File: src/rtl/mdrop_pkg.sv
package mdrop_pkg;
  localparam int MAX_DATA = 8;

  // Control register bit positions (software decodes these)
  localparam int CTL_FILT = 0;
  localparam int CTL_DONE = 1;
  localparam int CTL_FERR = 2;
  localparam int CTL_B9   = 3;
  localparam int CTL_DROP = 4;

  typedef enum logic [2:0] {
    RX_HOLD, RX_IDLE, RX_START, RX_DATA, RX_TYPE, RX_STOP
  } rx_state_t;

  // Codes 0..3 give 5..8 data bits; 4..7 give 8 (code 7 adds the ninth bit,
  // which is the type bit taken after the data in every mode).
  function automatic logic [3:0] data_bits(input logic [2:0] code);
    if (code <= 3'd3) return 4'd5 + {2'b00, code[1:0]};
    else return 4'd8;
  endfunction
endpackage

File: src/rtl/mdrop_sync.sv
module mdrop_sync #(
  parameter int   STAGES  = 2,
  parameter logic RST_VAL = 1'b0
) (
  input  logic clk,
  input  logic rst_n,
  input  logic d,
  output logic q
);
  logic [STAGES-1:0] chain;

  always_ff @(posedge clk or negedge rst_n) begin
    if (!rst_n) chain <= {STAGES{RST_VAL}};
    else        chain <= {chain[STAGES-2:0], d};
  end

  assign q = chain[STAGES-1];
endmodule

File: src/rtl/mdrop_rx_fsm.sv
module mdrop_rx_fsm
  import mdrop_pkg::*;
#(
  parameter int OSR = 16
) (
  input  logic                clk,
  input  logic                rst_n,
  input  logic                tick,
  input  logic                rxs,
  input  logic [2:0]          char_size,
  output logic                frm_valid,
  output logic [MAX_DATA-1:0] frm_data,
  output logic                frm_type,
  output logic                frm_stop
);
  localparam int CW  = $clog2(OSR);
  localparam int MID = OSR / 2;
  localparam logic [CW-1:0] S_A  = CW'(MID - 1);
  localparam logic [CW-1:0] S_B  = CW'(MID);
  localparam logic [CW-1:0] S_V  = CW'(MID + 1);
  localparam logic [CW-1:0] LAST = CW'(OSR - 1);

  rx_state_t           st_q, st_n;
  logic [CW-1:0]       cnt_q, cnt_n;
  logic [2:0]          idx_q, idx_n;
  logic [3:0]          nb_q, nb_n;
  logic [MAX_DATA-1:0] sh_q, sh_n;
  logic                sa_q, sa_n, sb_q, sb_n;
  logic                typ_q, typ_n, stp_q, stp_n, vld_q, vld_n;
  logic                vote;

  assign vote = (sa_q & sb_q) | (sa_q & rxs) | (sb_q & rxs);

  always_comb begin
    st_n = st_q;  cnt_n = cnt_q; idx_n = idx_q; nb_n = nb_q;
    sh_n = sh_q;  sa_n = sa_q;   sb_n = sb_q;
    typ_n = typ_q; stp_n = stp_q; vld_n = 1'b0;
    if (tick) begin
      case (st_q)
        RX_HOLD: if (rxs) st_n = RX_IDLE;
        RX_IDLE: if (!rxs) begin
          st_n  = RX_START;
          cnt_n = '0;
          nb_n  = data_bits(char_size);
        end
        default: begin
          cnt_n = cnt_q + 1'b1;
          if (cnt_q == S_A) sa_n = rxs;
          if (cnt_q == S_B) sb_n = rxs;
          if (cnt_q == S_V) begin
            case (st_q)
              RX_START: if (vote) st_n = RX_IDLE;
              RX_DATA:  sh_n = {vote, sh_q[MAX_DATA-1:1]};
              RX_TYPE:  typ_n = vote;
              RX_STOP: begin
                vld_n = 1'b1;
                stp_n = vote;
                st_n  = vote ? RX_IDLE : RX_HOLD;
              end
              default: ;
            endcase
          end
          if (cnt_q == LAST) begin
            cnt_n = '0;
            case (st_q)
              RX_START: begin st_n = RX_DATA; idx_n = '0; end
              RX_DATA:
                if ({1'b0, idx_q} == nb_q - 4'd1) st_n = RX_TYPE;
                else idx_n = idx_q + 1'b1;
              RX_TYPE: st_n = RX_STOP;
              default: ;
            endcase
          end
        end
      endcase
    end
  end

  always_ff @(posedge clk or negedge rst_n) begin
    if (!rst_n) begin
      st_q <= RX_HOLD; cnt_q <= '0; idx_q <= '0; nb_q <= 4'd8;
      sh_q <= '0; sa_q <= 1'b1; sb_q <= 1'b1;
      typ_q <= 1'b0; stp_q <= 1'b1; vld_q <= 1'b0;
    end else begin
      st_q <= st_n; cnt_q <= cnt_n; idx_q <= idx_n; nb_q <= nb_n;
      sh_q <= sh_n; sa_q <= sa_n; sb_q <= sb_n;
      typ_q <= typ_n; stp_q <= stp_n; vld_q <= vld_n;
    end
  end

  assign frm_valid = vld_q;
  assign frm_data  = sh_q >> (4'd8 - nb_q);
  assign frm_type  = typ_q;
  assign frm_stop  = stp_q;
endmodule

File: src/rtl/mdrop_rx_regs.sv
module mdrop_rx_regs
  import mdrop_pkg::*;
(
  input  logic                clk,
  input  logic                rst_n,
  input  logic                frm_valid,
  input  logic [MAX_DATA-1:0] frm_data,
  input  logic                frm_type,
  input  logic                frm_stop,
  input  logic                reg_addr,
  input  logic                reg_wr,
  input  logic                reg_rd,
  input  logic [7:0]          reg_wdata,
  output logic [7:0]          reg_rdata,
  output logic [7:0]          rx_byte,
  output logic                rx_bit9,
  output logic                rx_done,
  output logic                frame_err,
  output logic                filter_en,
  output logic                drop_seen,
  output logic [7:0]          tx_data
);
  localparam logic ADDR_DATA = 1'b0;
  localparam logic ADDR_CTRL = 1'b1;

  logic       accept, drop, rd_data, wr_data, wr_ctrl;
  logic [7:0] byte_n, tx_n, ctrl_v;
  logic       b9_n, done_n, ferr_n, filt_n, drop_n;

  assign accept  = frm_valid & (~filter_en | frm_type);
  assign drop    = frm_valid & filter_en & ~frm_type;
  assign rd_data = reg_rd & (reg_addr == ADDR_DATA);
  assign wr_data = reg_wr & (reg_addr == ADDR_DATA);
  assign wr_ctrl = reg_wr & (reg_addr == ADDR_CTRL);

  always_comb begin
    byte_n = rx_byte; b9_n = rx_bit9; ferr_n = frame_err;
    done_n = rx_done; filt_n = filter_en; drop_n = drop_seen; tx_n = tx_data;
    if (accept) begin
      byte_n = frm_data; b9_n = frm_type; ferr_n = ~frm_stop; done_n = 1'b1;
    end else if (rd_data) begin
      done_n = 1'b0;
    end
    if (drop) drop_n = 1'b1;
    else if (wr_ctrl && reg_wdata[CTL_DROP]) drop_n = 1'b0;
    if (wr_ctrl) filt_n = reg_wdata[CTL_FILT];
    if (wr_data) tx_n = reg_wdata;
  end

  always_ff @(posedge clk or negedge rst_n) begin
    if (!rst_n) begin
      rx_byte <= '0; rx_bit9 <= 1'b0; frame_err <= 1'b0; rx_done <= 1'b0;
      filter_en <= 1'b0; drop_seen <= 1'b0; tx_data <= '0;
    end else begin
      rx_byte <= byte_n; rx_bit9 <= b9_n; frame_err <= ferr_n; rx_done <= done_n;
      filter_en <= filt_n; drop_seen <= drop_n; tx_data <= tx_n;
    end
  end

  always_comb begin
    ctrl_v = '0;
    ctrl_v[CTL_FILT] = filter_en;
    ctrl_v[CTL_DONE] = rx_done;
    ctrl_v[CTL_FERR] = frame_err;
    ctrl_v[CTL_B9]   = rx_bit9;
    ctrl_v[CTL_DROP] = drop_seen;
  end

  assign reg_rdata = (reg_addr == ADDR_CTRL) ? ctrl_v : rx_byte;
endmodule

File: src/rtl/mdrop_uart_rx.sv
module mdrop_uart_rx
  import mdrop_pkg::*;
#(
  parameter int OSR         = 16,
  parameter int SYNC_STAGES = 2
) (
  input  logic       clk,
  input  logic       rst_n,
  input  logic       rx_line,
  input  logic       baud_tick,
  input  logic [2:0] char_size,
  input  logic       reg_addr,
  input  logic       reg_wr,
  input  logic       reg_rd,
  input  logic [7:0] reg_wdata,
  output logic [7:0] reg_rdata,
  output logic [7:0] rx_byte,
  output logic       rx_bit9,
  output logic       rx_done,
  output logic       frame_err,
  output logic [7:0] tx_data
);
  logic                rst_sn, rxs;
  logic                frm_valid, frm_type, frm_stop;
  logic [MAX_DATA-1:0] frm_data;
  logic                filter_en, drop_seen;

  mdrop_sync #(.STAGES(SYNC_STAGES), .RST_VAL(1'b0)) u_rst_sync (
    .clk(clk), .rst_n(rst_n), .d(1'b1), .q(rst_sn));

  // Line reads low until synchronised, so the idle-high wait holds off reception
  mdrop_sync #(.STAGES(SYNC_STAGES), .RST_VAL(1'b0)) u_rx_sync (
    .clk(clk), .rst_n(rst_sn), .d(rx_line), .q(rxs));

  mdrop_rx_fsm #(.OSR(OSR)) u_fsm (
    .clk(clk), .rst_n(rst_sn), .tick(baud_tick), .rxs(rxs),
    .char_size(char_size), .frm_valid(frm_valid), .frm_data(frm_data),
    .frm_type(frm_type), .frm_stop(frm_stop));

  mdrop_rx_regs u_regs (
    .clk(clk), .rst_n(rst_sn), .frm_valid(frm_valid), .frm_data(frm_data),
    .frm_type(frm_type), .frm_stop(frm_stop), .reg_addr(reg_addr),
    .reg_wr(reg_wr), .reg_rd(reg_rd), .reg_wdata(reg_wdata),
    .reg_rdata(reg_rdata), .rx_byte(rx_byte), .rx_bit9(rx_bit9),
    .rx_done(rx_done), .frame_err(frame_err), .filter_en(filter_en),
    .drop_seen(drop_seen), .tx_data(tx_data));
endmodule

File: config.mk
export PLATFORM = sky130hd
export DESIGN_NAME = mdrop_uart_rx
export DESIGN_NICKNAME = d
export VERILOG_FILES = /design/src/rtl/mdrop_pkg.sv /design/src/rtl/mdrop_sync.sv /design/src/rtl/mdrop_rx_fsm.sv /design/src/rtl/mdrop_rx_regs.sv /design/src/rtl/mdrop_uart_rx.sv
export SDC_FILE = /design/constraint.sdc
export NUM_CORES = 1
export LEC_CHECK = 0
export BUFFER_PORTS_ARGS = -buffer_cell sky130_fd_sc_hd__buf_2
export CAP_MARGIN = 15
export CORE_MARGIN = 2
export CORE_UTILIZATION = 39
export CTS_CLUSTER_DIAMETER = 120
export DETAILED_ROUTE_END_ITERATION = 7
export PLACE_DENSITY = 0.61
export SLEW_MARGIN = 20
export SYNTH_ARGS = -nofsm -noshare
export SYNTH_HDL_FRONTEND = slang
export SYNTH_SLANG_ARGS = --single-unit
File: constraint.sdc
create_clock -name clk -period 1.7 [get_ports clk]
set_clock_uncertainty 0.2 [all_clocks]
set_input_delay 0.255 -clock clk [delete_from_list [all_inputs] [get_ports clk]]
set_output_delay 0.255 -clock clk [all_outputs]
set_load 0.01 [all_outputs]
== Word level (Yosys, flattened, before mapping) ==
Index checks and enable logic that the tools add are counted.

* Divide/modulo/power cells: 0
* Bitwise logic cells: 19
* Reduce and logical (&&, ||, !) cells: 15
* Multipliers: 0
* Equality and inequality tests: 13
* Magnitude comparators: 1
* Multiplexer cells: 25
* $add $sub $neg: 5
* Shifts and indexed selects: 1

{| class="wikitable"
|+ Operators with widths
! kind !! count
|-
| 2-to-1 mux 3 bit || 7
|-
| case mux 3 bit (2 select lines) || 3
|-
| AND reduction 3 bit || 5
|-
| == test 4 bit, second input constant || 3
|-
| 2-to-1 mux 4 bit || 3
|-
| AND reduction 4 bit || 3
|-
| bitwise AND 1 bit || 9
|-
| 2-to-1 mux 1 bit || 9
|-
| case mux 3 bit (3 select lines) || 1
|-
| 2-to-1 mux 8 bit || 1
|-
| case mux 4 bit (2 select lines) || 1
|-
| right shift 8 x 4 -> 8 bit || 1
|-
| NOT 1 bit || 7
|-
| == test 3 x 2 -> 1 bit, second input constant || 2
|-
| == test 3 bit, second input constant || 2
|-
| inequality test 2 bit, second input constant || 3
|-
| nonzero test 2 bit || 3
|-
| AND reduction 5 bit || 1
|-
| adder 3 x 2 -> 4 bit, first input constant || 1
|-
| adder 4 x 1 -> 4 bit, second input constant || 1
|-
| == test 3 x 4 -> 1 bit || 1
|-
| == test 4 x 3 -> 1 bit, second input constant || 1
|-
| subtractor 4 x 1 -> 4 bit, second input constant || 1
|-
| subtractor 4 bit, first input constant || 1
|-
| 7 further kinds || 9
|}

* Word-level logic and storage cells: 98
* Flip-flop bits (word level): 52
* Bits in read-only memories: 0
* Bits in latches: 0
* Memory bits (writable): 0
* Memories kept: 0

== Logic depth before layout (Yosys ltp) ==
* Word-level depth: 10
* Mapped depth: 9

== Hierarchy ==
A second synthesis with hierarchy kept.

* Cells, all modules: 249
* Area, all modules: 2750.1 sq um

{| class="wikitable"
|+ Modules (own cells, without submodules)
! module !! times used !! cells each !! sequential area each (sq um) !! area each (sq um)
|-
| mdrop_rx_fsm || 1 || 182 || 680.7 || 1754.2
|-
| mdrop_rx_regs || 1 || 62 || 525.5 || 892.1
|-
| mdrop_sync || 2 || 2 || 50.0 || 50.0
|-
| mdrop_uart_rx || 1 || 1 || 0.0 || 3.8
|}

== Worst setup path after synthesis ==
Ideal clock, no wire load.

* Path type: flip-flop to flip-flop
* Start: reg u_fsm.nb_q[0]
* End: reg u_fsm.idx_q[2]
* Period minus slack after synthesis: 2.301 ns
* Stages on the path, launching flop included: 10
* Buffers on the path: 2
* Data required time: 1.420 ns
* Setup slack: -0.601 ns
* Library setup time: 0.080 ns
* Data arrival time: 2.020 ns
* Cell sequence: dfrtp_1 > clkbuf_8 > buf_2 > inv_1 > ha_1 > xnor2_1 > nor4bb_2 > o211a_1 > or4_4 > o211ai_2

* Word-level cells in the longest chain between the ends: 4

{| class="wikitable"
|+ Ends and longest elaborated chain
! what !! RTL line !! text
|-
| start, declared || mdrop_rx_fsm.sv:26 || <nowiki>logic [3:0] nb_q, nb_n;</nowiki>
|-
| start signal, assigned || mdrop_rx_fsm.sv:85 || <nowiki>st_q <= st_n; cnt_q <= cnt_n; idx_q <= idx_n; nb_q <= nb_n;</nowiki>
|-
| subtractor 4 x 1 -> 4 bit || mdrop_rx_fsm.sv:68 || <nowiki>if ({1'b0, idx_q} == nb_q - 4'd1) st_n = RX_TYPE;</nowiki>
|-
| == test 3 x 4 -> 1 bit || mdrop_rx_fsm.sv:68 ||
|-
| inequality test 2 bit (no source line) || - ||
|-
| AND reduction 5 bit (no source line) || - ||
|-
| end signal, assigned || mdrop_rx_fsm.sv:85 ||
|-
| end, declared || mdrop_rx_fsm.sv:25 || <nowiki>logic [2:0] idx_q, idx_n;</nowiki>
|}

Every way passes these cells.
A chain may end at the register's enable or synchronous reset.

== Worst setup path after layout ==
Same ends and word-level chain as after synthesis.

==> results.toml <==
[global_route]
use_met3 = 0.0292
grt_pass1_vias = 2198
grt_overflow = 0
busiest_layer = "met2"
antenna_found_initial = 0
grt_max_degree = 51
groute.layer.met2.usage = 0.303
grt_pass1_wl_um = 10100
grt_use_met1 = 0.204
track_usage = 0.167

[synthesis]
synth_edf_count = 0
yosysSeqAreaShare = 0.476
ys_warn_count = 0
ys_top_cells_by_area = "dfrtp_1 (44%), mux2_2 (9.8%), dfstp_2 (3.8%)"
synthesis.instances = 248
syn_avg_cell_area_um2 = 11.1
syn_nets = 273
ys_ff_latch = 52
netlist.top_cell.by_area = "dfrtp_1"
netlist.area_leader.share = 0.438
async_reset_ff_frac = 1.00
netlist_area_um2 = 2750
synthFlopType = "dfrtp_1"
synth_cell_types = 52

[worst_setup_path]
r2r-start = "u_fsm.nb_q[0]"
critical_path_class = "flop to flop"
worstSetupStartpoint = "u_fsm.nb_q[0]"
crit_cells = 7
path_cells = "inv_4, ha_4, xnor2_2, nor4bb_4, o211a_1, or4_4, o211ai_2"
start_kind = "flop"
crit_fanout = 3
crit_required_ns = 1.74
cp_slowest_cell = "dfrtp_2"
crit_family = "simple AND/OR/NAND/NOR gates"
critPathCapture = "u_fsm.idx_q[2]"
path_buf_inv = 1
reg2reg_depth = 7
end_kind = "flop"
slowest_delay_ns = 0.43
worstPathArrival_ns = 1.97
r2r_slack_ns = -0.24
r2r_end = "u_fsm.idx_q[2]"

[floorplan]
initial_core_util = 0.404
die_y_um = 87.9
io_pins = 45
die_area_um2 = 7730
row_count = 30
coreArea_um2 = 6790
die_w_um = 87.9

[pwr]
max-vdd-ir-drop_mv = 0.552
static-leakage-power_nw = 1.89
total_power_w = 0.00350
cellPowerDensity_nw_per_um2 = 883

[sta]
setup_violations = 23
fin_crit_sh = 1.14
drv_slew = 0
fmaxAchievable_mhz = 516
finalHoldViolCount = 0
fin_ws_ns = -0.237
period_minus_slack_ns = 1.94
rsz0062_at_grt = "yes"

[final_layout]
post-route-cell-area_um2 = 3960
final_cell_mix = "buf_4 (46), dfrtp_1 (46), buf_2 (43)"
nets = 380
area_growth_pct = 44.3
drive_gt1_frac = 0.528
antenna_cells = 0
fin_cells = 452

[drt]
via_count = 2243
routedWlPerCell_um = 14.1
viasPerCell = 4.96
drc = 0
drt_wl_total_um = 6380
drt_iter0_drc = 119
firstDrtPassIters = 4
final_antenna_net_count = 0

[placement]
gp_congestion = 0.814
dp_cells = 422
io_buffers = 44
place_area_um2 = 3410
dpl.hpwl_um = 4320
place_ws_ns = -0.220

[clock_tree]
htreeDepth = 2
clk_latency_ns = 0.31
cts_buffer_depth = 2
cts.sinks = 52
cts_tree = "built"
clockRootBuffer = "clkbuf_8"
cts_made_buffers = 5
clkTransAtPathRegs_ns = 0.10

[hold_path]
min_from = "reg_rd"
hp-class = "primary input to flop"

[run_status]
violations = "setup timing"
outcome = "finished, violations left"

[run]
cap_viol_max_count = 0
-- routing by layer --
| metal | vias up | routed length, µm |
|---|---|---|
| met1 | 1100 | 2800 |
| li1 | 1096 | - |
| met2 | 40 | 3340 |
| met5 | - | 0 |
| met4 | 0 | 72 |
| met3 | 7 | 170 |
-- stage by stage --
step / hold slack [ns] / TNS [ns] / util
floorplan: -0.241 / -2.27 / -
global placement: -0.159 / -1.91 / 0.501
detailed placement: -0.157 / -2.93 / 0.501
CTS: 0.0241 / -2.39 / 0.553
global route: 0.0414 / -3.37 / 0.583
finish: 0.0311 / -1.55 / 0.583
-- sequential cells by signal (all words and copies together), names as in the netlist --
| name | flops |
|---|---|
| u_fsm.sh_q | 8 |
| u_fsm.frm_stop | 1 |
| u_regs.tx_data | 8 |
| u_fsm.sa_q | 1 |
| u_fsm.idx_q | 3 |
| u_fsm.sb_q | 1 |
| u_fsm.cnt_q | 4 |
| u_fsm.nb_q | 4 |
| u_regs.drop_seen | 1 |
| u_fsm.frm_type | 1 |
| u_rst_sync.chain | 2 |
| u_regs.rx_done | 1 |
| u_rx_sync.chain | 2 |
| u_regs.frame_err | 1 |
| u_regs.rx_bit9 | 1 |
| u_fsm.frm_valid | 1 |
| u_regs.filter_en | 1 |
| u_fsm.st_q | 3 |
| u_regs.rx_byte | 8 |
-- tightest hold or removal path, delay by kind of cell --
family / cells / cell delay (ns)
AND/OR/NAND/NOR: 1 / 0.06
buffers and inverters: 2 / 0.13
AO/OA/AOI/OAI: 1 / 0.06
-- final cells by class --
type / count / area, µm²
Fill cell: 551 / 2830
Multi-Input combinational cell: 173 / 1590
Sequential cell: 52 / 1310
Timing Repair Buffer: 111 / 810
Tap cell: 96 / 120
Clock buffer: 5 / 68.8
Inverter: 12 / 47.5
Clock inverter: 3 / 22.5
-- timing repair --
action,CTS,global route
buffers inserted,5,5
endpoints found under the setup margin,33,35
gates cloned,0,0
resized for setup,22,47
pin swaps,8,13
hold endpoints to repair,13,0
hold buffers,12,0
-- how the worst min path moves through the flow --
stage                     cells after the start                   to  slack [ns]
final                                         4       u_regs.rx_done        0.03
after global routing                          2  u_rst_sync.chain[1]        0.04
after CTS                                     4       u_regs.rx_done        0.02
after detailed placement                      1  u_rst_sync.chain[0]       -0.16
after global placement                        1  u_rst_sync.chain[0]       -0.16
after floorplan                               0  u_rst_sync.chain[0]       -0.24
-- cell families after synthesis --
kind of cell | Yosys count | share of synthesized area
flip-flops | 52 | 0.476
AND/OR/NAND/NOR | 76 | 0.155
buffers and inverters | 23 | 0.0479
XOR/XNOR | 6 | 0.0191
adder cells (fa/ha/maj) | 8 | 0.0356
other | 1 | 0.00137
multiplexers | 35 | 0.152
AO/OA/AOI/OAI | 47 | 0.113
-- where the power goes --
group | switching [W] | internal, W | leakage [nW]
clock network | 0.000442 | 0.000296 | 0.0485
logic | 0.000535 | 0.000646 | 1.19
registers | 0.000174 | 0.00141 | 0.650
-- cell usage after synthesis, drive strengths merged, types with 3 or more instances --
library cell / n
nand3: 7
ha: 7
clkbuf: 5
dfstp: 4
a21oi: 4
nor2b: 7
inv: 12
mux2i: 8
mux2: 24
mux4: 3
or2: 3
o21ai: 21
a22o: 5
nand2: 26
buf: 6
o31ai: 3
nor2: 11
dfrtp: 48
xnor2: 4
a32o: 3
nor3: 5
Note: power is estimated with default switching activity, not from simulation.
